$ cat src/rtl/pio_pkg.sv
`timescale 1ns/100ps
package pio_pkg;
  localparam int unsigned ADDR_W = 5;
  localparam int unsigned DATA_W = 32;
  localparam int unsigned HI_OFS = 16;

  typedef enum logic [1:0] {
    PM_IN = 2'd0,
    PM_PP = 2'd1,
    PM_OD = 2'd2,
    PM_QB = 2'd3
  } pin_mode_e;

  localparam logic [ADDR_W-1:0] RA_MODE  = 5'd0;
  localparam logic [ADDR_W-1:0] RA_OUT   = 5'd1;
  localparam logic [ADDR_W-1:0] RA_MASK  = 5'd2;
  localparam logic [ADDR_W-1:0] RA_INOFF = 5'd3;
  localparam logic [ADDR_W-1:0] RA_IN    = 5'd4;
  localparam logic [ADDR_W-1:0] RA_TRIG  = 5'd5;
  localparam logic [ADDR_W-1:0] RA_IEN   = 5'd6;
  localparam logic [ADDR_W-1:0] RA_STAT  = 5'd7;
  localparam logic [ADDR_W-1:0] RA_DBEN  = 5'd8;
  localparam logic [ADDR_W-1:0] RA_DBCFG = 5'd9;
  localparam logic [ADDR_W-1:0] RA_ALIAS = 5'd16;
endpackage

$ cat src/rtl/pio_sync.sv
`timescale 1ns/100ps
module pio_sync #(
  parameter int unsigned W = 8
) (
  input  logic         clk_i,
  input  logic         rst_ni,
  input  logic [W-1:0] d_i,
  output logic [W-1:0] q_o
);
  logic [W-1:0] s1_q, s2_q;

  always_ff @(posedge clk_i or negedge rst_ni) begin
    if (!rst_ni) begin
      s1_q <= '0;
      s2_q <= '0;
    end else begin
      s1_q <= d_i;
      s2_q <= s1_q;
    end
  end

  assign q_o = s2_q;
endmodule

$ cat src/rtl/pio_debounce.sv
`timescale 1ns/100ps
module pio_debounce #(
  parameter int unsigned N      = 8,
  parameter int unsigned SEL_W  = 4
) (
  input  logic             clk_i,
  input  logic             rst_ni,
  input  logic [N-1:0]     lvl_i,
  input  logic [SEL_W-1:0] sel_i,
  input  logic             src_slow_i,
  input  logic             slow_tick_i,
  output logic [N-1:0]     db_o
);
  localparam int unsigned CNT_W = (1 << SEL_W) - 1;

  logic [CNT_W-1:0] cnt_q, lim;
  logic             base_tick, samp_tick;
  logic [N-1:0]     samp_q, db_q, agree;

  assign lim       = ~({CNT_W{1'b1}} << sel_i);
  assign base_tick = src_slow_i ? slow_tick_i : 1'b1;
  // >= so a shrinking SEL wraps at once instead of counting round
  assign samp_tick = base_tick && (cnt_q >= lim);
  assign agree     = ~(lvl_i ^ samp_q);

  always_ff @(posedge clk_i or negedge rst_ni) begin
    if (!rst_ni) begin
      cnt_q <= '0;
    end else if (samp_tick) begin
      cnt_q <= '0;
    end else if (base_tick) begin
      cnt_q <= cnt_q + 1'b1;
    end
  end

  always_ff @(posedge clk_i or negedge rst_ni) begin
    if (!rst_ni) begin
      samp_q <= '0;
      db_q   <= '0;
    end else if (samp_tick) begin
      samp_q <= lvl_i;
      db_q   <= (db_q & ~agree) | (lvl_i & agree);
    end
  end

  assign db_o = db_q;


  db_hold_chk: assert property (@(posedge clk_i) disable iff (!rst_ni)
    !samp_tick |=> $stable(db_q));


  tick_space_chk: assert property (@(posedge clk_i) disable iff (!rst_ni)
    (samp_tick && sel_i != '0) |=> (!samp_tick || sel_i == '0));
endmodule

$ cat src/rtl/pio_irq.sv
`timescale 1ns/100ps
module pio_irq #(
  parameter int unsigned N = 8
) (
  input  logic         clk_i,
  input  logic         rst_ni,
  input  logic [N-1:0] src_i,
  input  logic [N-1:0] act_i,
  input  logic [N-1:0] gate_i,
  input  logic [N-1:0] trig_i,
  input  logic [N-1:0] en_lo_i,
  input  logic [N-1:0] en_hi_i,
  input  logic [N-1:0] clr_i,
  output logic [N-1:0] stat_o,
  output logic         irq_o
);
  logic [N-1:0] prev_q, stat_q, rise, fall, edge_hit, lvl_hit, set, keep;

  // edge history only advances on pins that are tracking
  always_ff @(posedge clk_i or negedge rst_ni) begin
    if (!rst_ni) prev_q <= '0;
    else         prev_q <= (prev_q & ~act_i) | (src_i & act_i);
  end

  assign rise     = act_i &  src_i & ~prev_q;
  assign fall     = act_i & ~src_i &  prev_q;
  assign edge_hit = (rise & en_hi_i) | (fall & en_lo_i);
  assign lvl_hit  = (src_i & en_hi_i) | (~src_i & en_lo_i);
  assign set      = gate_i & ((trig_i & lvl_hit) | (~trig_i & edge_hit));
  assign keep     = stat_q & ~clr_i;

  always_ff @(posedge clk_i or negedge rst_ni) begin
    if (!rst_ni) stat_q <= '0;
    else         stat_q <= keep | set;
  end

  assign stat_o = stat_q;
  assign irq_o  = |stat_q;


  w1c_only_chk: assert property (@(posedge clk_i) disable iff (!rst_ni)
    1'b1 |=> ((stat_q & $past(keep)) == $past(keep)));


  gated_quiet_chk: assert property (@(posedge clk_i) disable iff (!rst_ni)
    1'b1 |=> ((stat_q & ~$past(stat_q) & ~$past(gate_i)) == '0));
endmodule

$ cat src/rtl/pio_pad.sv
`timescale 1ns/100ps
module pio_pad
  import pio_pkg::*;
#(
  parameter int unsigned N = 8
) (
  input  logic           clk_i,
  input  logic           rst_ni,
  input  logic [2*N-1:0] mode_i,
  input  logic [N-1:0]   out_i,
  output logic [N-1:0]   oe_o,
  output logic [N-1:0]   do_o,
  output logic [N-1:0]   pu_o
);
  logic [N-1:0] prev_q, boost;

  always_ff @(posedge clk_i or negedge rst_ni) begin
    if (!rst_ni) prev_q <= '0;
    else         prev_q <= out_i;
  end

  assign boost = out_i & ~prev_q;

  for (genvar n = 0; n < N; n++) begin : g_pin
    pin_mode_e md;
    assign md = pin_mode_e'(mode_i[2*n +: 2]);

    assign oe_o[n] = (md == PM_PP)
                   | (((md == PM_OD) || (md == PM_QB)) & ~out_i[n])
                   | ((md == PM_QB) & boost[n]);
    assign do_o[n] = ((md == PM_PP) || (md == PM_QB)) & out_i[n];
    assign pu_o[n] = (md == PM_QB);


    quasi_pulse_chk: assert property (@(posedge clk_i) disable iff (!rst_ni)
      (md == PM_QB && oe_o[n] && do_o[n] && $stable(mode_i)) |=> !(oe_o[n] && do_o[n]));
  end
endmodule

$ cat src/rtl/pio_port.sv
`timescale 1ns/100ps
module pio_port
  import pio_pkg::*;
#(
  parameter int unsigned N_PINS   = 8,
  parameter int unsigned DB_SEL_W = 4
) (
  input  logic              clk_i,
  input  logic              rst_ni,
  input  logic              wr_en_i,
  input  logic [ADDR_W-1:0] addr_i,
  input  logic [DATA_W-1:0] wdata_i,
  output logic [DATA_W-1:0] rdata_o,
  input  logic [N_PINS-1:0] pad_i,
  output logic [N_PINS-1:0] pad_oe_o,
  output logic [N_PINS-1:0] pad_do_o,
  output logic [N_PINS-1:0] pad_pu_o,
  input  logic              slow_tick_i,
  output logic              irq_o
);
  localparam int unsigned SRC_BIT = DB_SEL_W;
  localparam int unsigned ON_BIT  = DB_SEL_W + 1;

  logic [2*N_PINS-1:0] mode_q;
  logic [N_PINS-1:0]   out_q, mask_q, inoff_q, trig_q, en_lo_q, en_hi_q, dben_q;
  logic [DB_SEL_W-1:0] db_sel_q;
  logic                db_src_q, det_on_q;

  logic [N_PINS-1:0] pad_sync, in_lvl, db_lvl, irq_src, act, clr, stat;
  logic              unused_wdata;

  assign unused_wdata = ^wdata_i[DATA_W-1:HI_OFS+N_PINS];

  always_ff @(posedge clk_i or negedge rst_ni) begin
    if (!rst_ni) begin
      mode_q   <= '0;
      out_q    <= '0;
      mask_q   <= '0;
      inoff_q  <= '0;
      trig_q   <= '0;
      en_lo_q  <= '0;
      en_hi_q  <= '0;
      dben_q   <= '0;
      db_sel_q <= '0;
      db_src_q <= 1'b0;
      det_on_q <= 1'b0;
    end else if (wr_en_i) begin
      unique case (addr_i)
        RA_MODE:  mode_q  <= wdata_i[2*N_PINS-1:0];
        RA_OUT:   out_q   <= (wdata_i[N_PINS-1:0] & ~mask_q) | (out_q & mask_q);
        RA_MASK:  mask_q  <= wdata_i[N_PINS-1:0];
        RA_INOFF: inoff_q <= wdata_i[N_PINS-1:0];
        RA_TRIG:  trig_q  <= wdata_i[N_PINS-1:0];
        RA_IEN: begin
          en_lo_q <= wdata_i[N_PINS-1:0];
          en_hi_q <= wdata_i[HI_OFS +: N_PINS];
        end
        RA_DBEN:  dben_q  <= wdata_i[N_PINS-1:0];
        RA_DBCFG: begin
          db_sel_q <= wdata_i[DB_SEL_W-1:0];
          db_src_q <= wdata_i[SRC_BIT];
          det_on_q <= wdata_i[ON_BIT];
        end
        default: ;
      endcase
      // single-pin alias writes bypass the mask
      for (int n = 0; n < N_PINS; n++) begin
        if (addr_i == RA_ALIAS + ADDR_W'(n)) out_q[n] <= wdata_i[0];
      end
    end
  end

  always_comb begin
    rdata_o = '0;
    unique case (addr_i)
      RA_MODE:  rdata_o[2*N_PINS-1:0] = mode_q;
      RA_OUT:   rdata_o[N_PINS-1:0]   = out_q;
      RA_MASK:  rdata_o[N_PINS-1:0]   = mask_q;
      RA_INOFF: rdata_o[N_PINS-1:0]   = inoff_q;
      RA_IN:    rdata_o[N_PINS-1:0]   = in_lvl;
      RA_TRIG:  rdata_o[N_PINS-1:0]   = trig_q;
      RA_IEN: begin
        rdata_o[N_PINS-1:0]          = en_lo_q;
        rdata_o[HI_OFS +: N_PINS]    = en_hi_q;
      end
      RA_STAT:  rdata_o[N_PINS-1:0]   = stat;
      RA_DBEN:  rdata_o[N_PINS-1:0]   = dben_q;
      RA_DBCFG: begin
        rdata_o[DB_SEL_W-1:0] = db_sel_q;
        rdata_o[SRC_BIT]      = db_src_q;
        rdata_o[ON_BIT]       = det_on_q;
      end
      default: ;
    endcase
    for (int n = 0; n < N_PINS; n++) begin
      if (addr_i == RA_ALIAS + ADDR_W'(n)) rdata_o[0] = in_lvl[n];
    end
  end

  pio_sync #(.W(N_PINS)) u_sync (
    .clk_i  (clk_i),
    .rst_ni (rst_ni),
    .d_i    (pad_i),
    .q_o    (pad_sync)
  );

  assign in_lvl = pad_sync & ~inoff_q;

  pio_debounce #(.N(N_PINS), .SEL_W(DB_SEL_W)) u_db (
    .clk_i       (clk_i),
    .rst_ni      (rst_ni),
    .lvl_i       (in_lvl),
    .sel_i       (db_sel_q),
    .src_slow_i  (db_src_q),
    .slow_tick_i (slow_tick_i),
    .db_o        (db_lvl)
  );

  assign irq_src = (dben_q & db_lvl) | (~dben_q & in_lvl);
  assign act     = {N_PINS{det_on_q}} | en_lo_q | en_hi_q;
  assign clr     = (wr_en_i && addr_i == RA_STAT) ? wdata_i[N_PINS-1:0] : '0;

  pio_irq #(.N(N_PINS)) u_irq (
    .clk_i   (clk_i),
    .rst_ni  (rst_ni),
    .src_i   (irq_src),
    .act_i   (act),
    .gate_i  (~inoff_q),
    .trig_i  (trig_q),
    .en_lo_i (en_lo_q),
    .en_hi_i (en_hi_q),
    .clr_i   (clr),
    .stat_o  (stat),
    .irq_o   (irq_o)
  );

  pio_pad #(.N(N_PINS)) u_pad (
    .clk_i  (clk_i),
    .rst_ni (rst_ni),
    .mode_i (mode_q),
    .out_i  (out_q),
    .oe_o   (pad_oe_o),
    .do_o   (pad_do_o),
    .pu_o   (pad_pu_o)
  );


  mask_hold_chk: assert property (@(posedge clk_i) disable iff (!rst_ni)
    (wr_en_i && addr_i == RA_OUT) |=> ((out_q & $past(mask_q)) == ($past(out_q) & $past(mask_q))));


  alias_one_bit_chk: assert property (@(posedge clk_i) disable iff (!rst_ni)
    (wr_en_i && addr_i == RA_ALIAS) |=> (out_q[N_PINS-1:1] == $past(out_q[N_PINS-1:1])));
endmodule

$ cat config.mk
export PLATFORM = sky130hd
export DESIGN_NAME = pio_port
export DESIGN_NICKNAME = d
export VERILOG_FILES = /design/src/rtl/pio_pkg.sv /design/src/rtl/pio_sync.sv /design/src/rtl/pio_debounce.sv /design/src/rtl/pio_irq.sv /design/src/rtl/pio_pad.sv /design/src/rtl/pio_port.sv
export SDC_FILE = /design/constraint.sdc
export NUM_CORES = 1
export LEC_CHECK = 0
export ABC_AREA = 1
export BUFFER_PORTS_ARGS = -buffer_cell sky130_fd_sc_hd__buf_2
export CORE_ASPECT_RATIO = 0.8
export CORE_MARGIN = 3
export CORE_UTILIZATION = 62
export DETAILED_ROUTE_END_ITERATION = 7
export HOLD_SLACK_MARGIN = 0.08
export PLACE_DENSITY = 0.85
export SLEW_MARGIN = 30
export SYNTH_ARGS = -nofsm -noshare
export SYNTH_HDL_FRONTEND = slang
export SYNTH_SLANG_ARGS = --single-unit
$ cat constraint.sdc
create_clock -name clk_i -period 4.4 [get_ports clk_i]
set_clock_uncertainty 0.2 [all_clocks]
set_input_delay 0.88 -clock clk_i [delete_from_list [all_inputs] [get_ports clk_i]]
set_output_delay 0.88 -clock clk_i [all_outputs]
set_load 0.01 [all_outputs]
==> flow_results.org <==
** Run status
- The flow ran to the end, and the final reports show no timing, DRC or antenna violations.

** Die
- The total area inside the core boundary comes to approximately 12000 um^2.
- DIE WIDTH :: 129.7 um
- In this run the vertical extent of the chip is about 100 um.
- Core Rows :: 35
- The initial utilization of the core area, before any placement, comes to approximately 65%.
- Top-Level Pins :: about 110
- The die covers 13620 um^2.

** Route
- Routed wirelength normalized by instance count :: between 15 and 20 um
- After detailed routing, the number of vias per cell comes to 5.824.
- Residual DRC count :: 0
- WL final :: 20.38 mm
- The final route contains 6942 vias.
- In this run the remaining antenna-violating nets after routing total 0.
- First-iteration detailed-routing DRC count :: about 1000
- The first TritonRoute pass finished after 6 iterations.

** Flow run
- Max cap viols :: 0

** Final layout
- Share of final-layout standard cells stronger than drive strength 1 :: between 15 and 20%
- # fillers :: just under 900
- Fin util :: 74.07%
- Diodes inserted :: 0
- Final net count :: approximately 1100
- The area growth from synthesis to layout is 14.48%.

** GRT
- After global routing the overflow that remains totals 0.
- Entering global routing, the biggest net connects a little under 90 pins.
- The via count of the first global-routing pass is between 6000 and 7000.
- The number of antenna violations at the first check in global routing was 0.
- Global-route wire length before repair :: around 33 mm
- Overall global routing resource usage :: between 30% and 40%

** Power
- Cell area power density :: 507.7 nW/um^2
- Across the VDD grid, the largest voltage drop is roughly 0.00038 V.
- Leakage power of the design :: approximately 4.4 nW

** Yosys
- Summed over all instances, the cell type with the most area after synthesis is sky130_fd_sc_hd__dfrtp_1.
- Warnings, synthesis :: 0
- A synthesized cell averages about 8.0 um^2.
- Synth top area share :: between 40% and 50%
- After synthesis, the share of flip-flops with an asynchronous set or reset is 100.0%.
- Synthesis instantiated 40 different standard cells from the library.
- Synthesized cell area :: 7594 um^2
- By area the synthesized netlist is led by sky130_fd_sc_hd__dfrtp_1 49%, sky130_fd_sc_hd__nand2_1 11%, sky130_fd_sc_hd__inv_1 5.1%.
- Counting flops with a built-in enable in the synthesized netlist gives 0.
- Sequential cells were found to cover 49.10% of the synthesized design area.
- Synthesis inferred roughly 150 register bits.
- For this run, the leading register cell type out of synthesis is sky130_fd_sc_hd__dfrtp_1.
- Synthesized instance count :: ~950
- Yosys instantiated no cell more often than sky130_fd_sc_hd__nand2_1.
- The commonest cells after synthesis are 223 x sky130_fd_sc_hd__nand2_1, 149 x sky130_fd_sc_hd__dfrtp_1, 104 x sky130_fd_sc_hd__inv_1.

** Critical path
- For the worst flop-to-flop path, the logic depth is 15.
- Worst setup SP type :: input port
- Crit path required time :: 3.32 ns
- In this run the critical register-to-register path is launched from db_sel_q[1].
- Counting stages on the worst path, the most repeated cell is sky130_fd_sc_hd__nand2_1.
- Buffer and inverter count on the worst path :: 4
- Among all stages on the critical path, the largest delay is contributed by sky130_fd_sc_hd__nor2_4.
- The critical path in this run is classified as input port to output pin.
- On the worst path, the slowest cell contributes a delay of 0.31 ns.
- The most critical setup path has its startpoint at addr_i[4].
- Maximum fanout encountered on the critical timing path :: 11
- STA puts the critical path data arrival time at approximately 2.6 ns.
- Among cell families on the critical path, the largest total delay comes from simple AND/OR/NAND/NOR gates.
- Across all register-to-register paths, the minimum setup slack is between 1 and 1.5 ns.
- The critical path goes through buf_2 -> inv_1 -> nand2_1 -> nor2_4 -> nand2_1 -> nand2_1 -> inv_1 -> nand4_1 -> nand2_1 -> nand3_1 -> nand2_1 -> nand4_1 -> buf_2.
- Critical Path End Type :: output pin

** Clocking
- CTS tree :: yes
- Root buffer cell :: sky130_fd_sc_hd__clkbuf_16
- Buffers added to address setup during post-CTS repair amount to 0.
- Clock-pin slew was measured on the worst setup and hold paths at 0.06 ns.
- Deepest clock path buffer count :: 2
- Counting the buffers created by CTS gives 17.
- Clock Latency Late Sink :: 0.42 ns
- Post-cts repair resize count :: 0
- CTS saw around 150 sinks.
- Hold-fix buffer count after cts :: 0
- CTS HTree Levels :: 4

** STA
- For the pin with the worst max-slew slack, the measured transition is 0.8191 ns.
- Static timing analysis puts the maximum clock frequency at about 270 MHz.
- Final worst path period need :: between 3 and 4 ns
- The number of hold violations in the final report is 0.
- For the final routed database, the setup TNS stands at 0 ns.
- Slew Limit Headroom :: between 40% and 50%
- Setup violations remaining at the end of the flow were counted as 0.
- Setup slack closes at about 0.7 ns.
- Setup repair after global routing missed its margin :: no
- In the finished design, the share of the clock period the worst path needs comes to a little over four fifths.
- Final Slew Violations :: 0

** Min path
- Number of cells on the worst hold path :: 0
- Endpoint of the worst hold-timing path :: u_sync.q_o[3]
- The worst hold path begins at u_sync.s1_q[3].
- Hold WC Path Type :: register to register

** Place
- Buffers added on ports :: between 80 and 90
- Post-detail-place hpwl :: approximately 14 mm
- Timing analysis after detailed placement gives a worst setup slack of roughly 0.78 ns.
- The congestion estimate from routability-driven global placement came to 0.9490.
==> worst reg2reg max path, delay by kind of cell (launching register included) <==
family | cells | cell delay, ns
buffers and inverters | 4 | 0.58
adders and majority gates | 1 | 0.28
AOI/OAI and AO/OA | 3 | 0.52
and+or+nand+nor | 7 | 1.01
DFF | 1 | 0.49
==> metal layers <==
| metal | GRT usage [%] | wire length [um] |
|---|---|---|
| met1 | 46.03 | 8763 |
| met2 | 44.44 | 8819 |
| met3 | 9.555 | 2408 |
| met4 | 8.012 | 385 |
| met5 | 0 | 0 |
==> report_power, final <==
| group | internal, mW | switching, mW | leakage [nW] |
|---|---|---|---|
| combinational | 0.379 | 0.697 | 2.30 |
| clock | 0.833 | 0.596 | 0.285 |
| sequential | 1.66 | 0.254 | 1.81 |
| total | 2.87 | 1.55 | 4.40 |
==> cells by family (layout without fill, tap and decap cells) <==
kind of cell	after synthesis	in the layout	share of synthesized area, %
XOR/XNOR	7	7	0.8074
AO/OA/AOI/OAI	217	217	15.90
AND/OR/NAND/NOR	404	404	23.18
flip-flops	149	149	49.10
other	1	8	0.04938
buffers and inverters	153	243	8.321
adder cells (fa/ha/maj)	16	16	2.636
==> how the worst max path moves through the flow <==
stage / endpoint / slack, ns / depth (start not counted)
finish: rdata_o[0] / 0.71 / 13
global route: rdata_o[0] / 0.56 / 13
CTS: rdata_o[0] / 0.77 / 13
detailed placement: rdata_o[0] / 0.78 / 13
global placement: rdata_o[0] / 0.76 / 13
floorplan: rdata_o[5] / 1.44 / 9
==> through the flow <==
step	total power, mW	std cells	area, um^2	hold slack (ns)
detailed placement	2.970	1160	8103	0.1358
global route	4.670	1192	8693	0.1547
floorplan	2.604	954	7620	0.1312
global placement	2.910	1160	8103	0.1325
CTS	4.398	1192	8688	0.1497
finish	4.413	1192	8693	0.1467
==> cells in the final DEF, fill, tap and decap left out, drive strengths merged <==
| master | count |
|---|---|
| nand2 | 232 |
| dfrtp | 149 |
| inv | 124 |
| o21ai | 118 |
| nor2 | 100 |
| buf | 91 |
| a21oi | 56 |
| nand3 | 39 |
| clkbuf | 20 |
| nand4 | 18 |
| ha | 16 |
| a221oi | 14 |
| o22ai | 9 |
| conb | 8 |
| xor2 | 7 |
| nor3 | 7 |
| o211ai | 6 |
| clkinv | 5 |
| a31oi | 3 |
| a41oi | 3 |
| nand3b | 2 |
| o21bai | 2 |
| a32o | 2 |
| nor4 | 2 |
| clkinvlp | 2 |
| nor4b | 1 |
| o21a | 1 |
| and2 | 1 |
| nor3b | 1 |
| and3b | 1 |
| a211oi | 1 |
| a31o | 1 |
| a22o | 1 |
| bufinv | 1 |
==> area by class of cell <==
cell class / instances / area (um^2) / area share [%]
sequential: 149 / 3729 / 42.89
multi-input combinational: 652 / 3264 / 37.55
timing repair buffer: 91 / 479.2 / 5.512
clock buffer: 20 / 466.7 / 5.368
inverter: 120 / 450.4 / 5.181
tap: 148 / 185.2 / 2.130
clock inverter: 12 / 118.9 / 1.367
Power figures use the tool's default switching activity.
